### src/rtl/mbc_pkg.sv
package mbc_pkg;

    typedef enum logic [1:0] {
        ST_IDLE   = 2'd0,
        ST_OPCODE = 2'd1,
        ST_SUM    = 2'd2
    } mbc_state_e;

endpackage

### src/rtl/mbc_ctrl.sv
module mbc_ctrl
    import mbc_pkg::*;
#(
    parameter int NIB_W     = 4,
    parameter int WORD_NIBS = 8,
    parameter int OPC_NIBS  = 3
) (
    input  logic             clk,
    input  logic             rst_n,
    input  logic             nib_vld,
    input  logic             nib_sow,
    input  logic             nib_instr,
    input  logic [NIB_W-1:0] sum_in,
    input  logic             sym_ok,
    output logic [NIB_W-1:0] acc_src,
    output logic             chk_done,
    output logic             arith_err,
    output logic             opc_err
);

    localparam int IDX_W     = $clog2(WORD_NIBS);
    localparam int LAST_IDX  = WORD_NIBS - 1;
    localparam int LAST_OPC  = OPC_NIBS - 1;
    localparam logic [NIB_W-1:0] ONES_ZERO = '1;

    mbc_state_e       state_q, state_d;
    logic [IDX_W-1:0] idx_q, idx_d;
    logic [NIB_W-1:0] acc_q, acc_d;
    logic             opc_bad_q, opc_bad_d;
    logic             instr_q, instr_d;
    logic             start;
    logic             finish;

    assign start   = nib_vld && nib_sow;
    assign acc_src = start ? ONES_ZERO : acc_q;

    // next-state and datapath
    always_comb begin
        state_d   = state_q;
        idx_d     = idx_q;
        acc_d     = acc_q;
        opc_bad_d = opc_bad_q;
        instr_d   = instr_q;
        finish    = 1'b0;
        if (start) begin
            idx_d   = IDX_W'(1);
            instr_d = nib_instr;
            if (nib_instr) begin
                acc_d     = ONES_ZERO;
                opc_bad_d = !sym_ok;
                state_d   = (OPC_NIBS > 1) ? ST_OPCODE : ST_SUM;
            end else begin
                acc_d     = sum_in;
                opc_bad_d = 1'b0;
                state_d   = ST_SUM;
            end
        end else if (nib_vld) begin
            unique case (state_q)
                ST_IDLE: begin
                    state_d = ST_IDLE;
                end
                ST_OPCODE: begin
                    opc_bad_d = opc_bad_q || !sym_ok;
                    idx_d     = idx_q + IDX_W'(1);
                    if (idx_q == IDX_W'(LAST_OPC)) begin
                        state_d = ST_SUM;
                    end
                end
                ST_SUM: begin
                    acc_d = sum_in;
                    if (idx_q == IDX_W'(LAST_IDX)) begin
                        finish  = 1'b1;
                        idx_d   = '0;
                        state_d = ST_IDLE;
                    end else begin
                        idx_d = idx_q + IDX_W'(1);
                    end
                end
                default: state_d = ST_IDLE;
            endcase
        end
    end

    // state register
    always_ff @(posedge clk) begin
        if (!rst_n) begin
            state_q   <= ST_IDLE;
            idx_q     <= '0;
            acc_q     <= ONES_ZERO;
            opc_bad_q <= 1'b0;
            instr_q   <= 1'b0;
        end else begin
            state_q   <= state_d;
            idx_q     <= idx_d;
            acc_q     <= acc_d;
            opc_bad_q <= opc_bad_d;
            instr_q   <= instr_d;
        end
    end

    // outputs
    always_ff @(posedge clk) begin
        if (!rst_n) begin
            chk_done  <= 1'b0;
            arith_err <= 1'b0;
            opc_err   <= 1'b0;
        end else begin
            chk_done  <= finish;
            arith_err <= finish && (sum_in != ONES_ZERO);
            opc_err   <= finish && opc_bad_q;
        end
    end

    AST_ACC_NONZERO: assert property (@(posedge clk) disable iff (!rst_n)
        (state_q != ST_IDLE) |-> (acc_q != '0));
    AST_OPC_INDEX: assert property (@(posedge clk) disable iff (!rst_n)
        (state_q == ST_OPCODE) |-> (instr_q && (idx_q < IDX_W'(OPC_NIBS))));
    AST_DATA_NO_OPC: assert property (@(posedge clk) disable iff (!rst_n)
        (state_q == ST_SUM && !instr_q) |-> !opc_bad_q);
    AST_DONE_PULSE: assert property (@(posedge clk) disable iff (!rst_n)
        chk_done |=> !chk_done);
    AST_ERR_GATED: assert property (@(posedge clk) disable iff (!rst_n)
        !chk_done |-> (!arith_err && !opc_err));
    AST_DONE_AFTER_NIB: assert property (@(posedge clk) disable iff (!rst_n)
        chk_done |-> $past(nib_vld && !nib_sow));
    AST_IDLE_STRAY: assert property (@(posedge clk) disable iff (!rst_n)
        (state_q == ST_IDLE && nib_vld && !nib_sow) |=> !chk_done);
    AST_RESTART_NO_DONE: assert property (@(posedge clk) disable iff (!rst_n)
        (state_q != ST_IDLE && start) |=> !chk_done);

endmodule

### config.mk
export PLATFORM = sky130hd
export DESIGN_NAME = mbc_ctrl
export DESIGN_NICKNAME = d
export VERILOG_FILES = /design/src/rtl/mbc_pkg.sv /design/src/rtl/mbc_ctrl.sv
export SDC_FILE = /design/constraint.sdc
export NUM_CORES = 1
export LEC_CHECK = 0
export BUFFER_PORTS_ARGS = -buffer_cell sky130_fd_sc_hd__buf_2
export CAP_MARGIN = 20
export CORE_UTILIZATION = 40
export CTS_BUF_LIST = sky130_fd_sc_hd__clkbuf_16
export CTS_CLUSTER_DIAMETER = 30
export CTS_CLUSTER_SIZE = 20
export DETAILED_ROUTE_END_ITERATION = 12
export GPL_TIMING_DRIVEN = 0
export PLACE_DENSITY = 0.71
export SYNTH_ARGS = -nofsm -noshare
export SYNTH_HDL_FRONTEND = slang
export SYNTH_SLANG_ARGS = --single-unit
### constraint.sdc
create_clock -name clk -period 2.3 [get_ports clk]
set_input_delay 0.115 -clock clk [delete_from_list [all_inputs] [get_ports clk]]
set_output_delay 0.115 -clock clk [all_outputs]
set_load 0.005 [all_outputs]
==> impl_metrics.csv <==
group,metric,value,unit
placed_design,place_congestion,0.787,
setup_path,start_kind,"flop",
synth,ys_top_cells_by_area,"dfxtp_1, ha_1, nand2b_1",
floorplanning,io_pins,17,
pwr,seqPwrFrac,38.7,%
synth,synth_warnings,0,
sta,finalHoldViolations,0,
setup_path,r2r_slack,900,ps
synth,seq_area_frac_synth,37.5,%
hold_path,worstHoldPathCells,3,
setup_path,r2r_end,"idx_q[1]$_SDFFE_PP0P_",
sta,finalSetupViolCount,0,
synth,synth_edf_count,0,
pwr,power_frac_comb,9.0,%
sta,timing.fmax,716,MHz
pwr,switchingPower,0.125,mW
setup_path,required,2480,ps
hold_path,hold_path_class,"input pin to flop",
synth,synthCells,83,
floorplanning,die_x,43.6,um
synth,synth_seq_cells,13,
sta,hold_ws,145,ps
routing,drtIter0Drc,14,
pwr,p_per_area,703,nW/um2
synth,ys.flop_type,"dfxtp_1",
sta,worst_pin_slew,411,ps
synth,syn_nets,98,
clock_tree,clock_path_buffers,2,
setup_path,cp_max_fo,3,
setup_path,criticalPathCategory,"flop to flop",
global_route,grt_pass1_wl,2150,um
placed_design,pre_cts_ws,910,ps
clock_tree,cts.clk_slew.worst_paths,50,ps
synth,synthArstFlopShare,0,%
floorplanning,die_area,1900,um2
pwr,finalPower,0.610,mW
finish,final_area,867,um2
sta,grt_setup_unrepaired,"false",
run_status,status,"finished with violations",
setup_path,r2r-start,"state_q[0]$_SDFFE_PN0P_",
clock_tree,cts_tree,"yes",
pwr,p_int,0.485,mW
global_route,grt_max_degree,11,
pwr,p_clk_share,52.3,%
sta,min_period,1400,ps
setup_path,endpoint_kind,"flop",
pwr,cellLeakagePower,0.371,nW
hold_path,whs_endpoint,"acc_q[0]$_SDFFE_PN1P_",
run_status,violations,"design-rule violations",
clock_tree,worst_skew_pair.late_latency,240,ps
synth,syn-cell-area,693,um2
global_route,grt_pass1_vias,505,
synth,synth_top_cell_by_area,"dfxtp_1",
synth,syn_area_per_cell,8.35,um2
placed_design,dp.cells,114,
clock_tree,postCtsSetupRepairBufs,0,
clock_tree,clockRootBuffer,"clkbuf_16",
finish,syn_to_final_growth,25.1,%
global_route,grt_overflow_total,0,
floorplanning,initial_core_util,44.5,%
routing,wire_per_inst,11.7,um
floorplanning,core_area,1560,um2
pwr,vdd_ir_drop_max,0.282,mV
finish,drive_gt1_share,20.6,%
sta,slew_headroom,71.9,%
sta,min_period_over_period,60.8,%
clock_tree,numCtsBuffers,3,
sta,setup_tns,0,ps
finish,stdcell_count,118,
global_route,grt_antenna_before_repair,0,
hold_path,hp-start,"sum_in[0]",
floorplanning,row_count,14,
finish,n_antenna_cell,0,
synth,yosys.area.top_type_share,37.5,%
sta,slew_violations,0,
placed_design,hpwlAfterDp,1030,um
synth,synthMostInstantiatedCell,"dfxtp_1",
routing,totalWireLength,1380,um
routing,drcViolationCount,3,
clock_tree,ctsResizeCount,0,
sta,fin_skew,4.68,ps
clock_tree,postCtsHoldBufs,0,
routing,ant_nets,0,
sta,fin_ws,902,ps
synth,synth_common_cells,"dfxtp_1, nand2b_1, nor2_1, o21ai_1, ha_1",
clock_tree,h-tree-depth,1,
placed_design,port_buffers,15,
finish,fill_cells,146,
routing,num_vias,631,
pwr,switching_share,20.4,%
finish,nets,118,
placed_design,placed_area,788,um2
clock_tree,cts.sinks,13,
setup_path,arrival,1580,ps
run,cap_violations,0,
synth,ys_types,31,
global_route,grt_use_total,15.7,%
routing,vias_per_cell,5.35,
finish,final_util,55.6,%
routing,firstDrtPassIters,8,
setup_path,ff2ff_path_depth,4,
floorplanning,die_h,43.6,um
layer usage:
layer  up-vias  part of all wire [%]  GRT usage [%]
met5         -                     0              0
met4         0                  0.65           8.13
met3         2                   5.7           4.58
met2        18                    46           24.2
met1       282                    47           19.8
li1        329                     -              -
how the worst max path moves through the flow:
stage / from / endpoint / cells after the start
after floorplan: idx_q[0]$_SDFFE_PN0P_ / idx_q[1]$_SDFFE_PP0P_ / 4
final: state_q[0]$_SDFFE_PN0P_ / idx_q[1]$_SDFFE_PP0P_ / 4
after global routing: state_q[0]$_SDFFE_PN0P_ / idx_q[0]$_SDFFE_PN0P_ / 5
after CTS: state_q[0]$_SDFFE_PN0P_ / idx_q[1]$_SDFFE_PP0P_ / 4
after detailed placement: state_q[0]$_SDFFE_PN0P_ / idx_q[1]$_SDFFE_PP0P_ / 4
after global placement: idx_q[0]$_SDFFE_PN0P_ / idx_q[1]$_SDFFE_PP0P_ / 4
power groups by stage:
stage / Clock, mW / Combinational (mW) / Sequential, mW
2_1_floorplan: 0 / 0.0359 / 0.239
3_3_place_gp: 0 / 0.0539 / 0.240
3_5_place_dp: 0 / 0.0548 / 0.240
4_1_cts: 0.326 / 0.0551 / 0.236
5_1_grt: 0.340 / 0.0611 / 0.237
6_report: 0.319 / 0.0549 / 0.236
flip-flops by register name, summed over array words and instances, names as in the netlist:
name       count
acc_q          4
chk_done       1
opc_err        1
opc_bad_q      1
state_q        2
arith_err      1
idx_q          3
cells in the final DEF, fill, tap and decap left out, drive strengths merged:
cell     Yosys  final
nor2b        2      2
buf          2     17
nand4        1      1
nor3b        1      1
nor2         6      6
nand2b      10     10
and2         2      2
nor3         3      3
a31oi        1      1
o21ai        8      8
nand3        2      2
a211oi       2      2
a21oi        2      2
clkbuf       1      4
ha           5      5
o21a         3      3
o211ai       1      1
nand2        4      4
a211o        1      1
o2bb2ai      1      1
and3         1      1
or2          1      1
inv          5      6
a2111oi      1      1
dfxtp       13     13
or3          1      1
a21boi       2      2
mux2i        1      1
worst max-delay path, stage by stage (launching register included):
cell       delay (ps)
dfxtp_1           370
inv_1              60
ha_1              320
a2111oi_0         440
o21a_1            150
kinds of logic after synthesis:
kind of cell	share of synthesized area (%)
compound gates	20.6
simple gates	26.4
buf+inv	5.05
mux	1.44
fa+ha+maj	9.03
flops	37.5
layout make-up:
cell class	count	area [um2]	share of cell area, %
multi-input combinational	62	398	45.9
buffer	3	16.3	1.88
timing repair buffer	15	75.1	8.66
clock inverter	1	3.75	0.433
sequential	13	260	30.0
clock buffer	3	75.1	8.66
inverter	5	18.8	2.16
tap	16	20.0	2.31
Note: power is estimated with default switching activity, not from simulation.
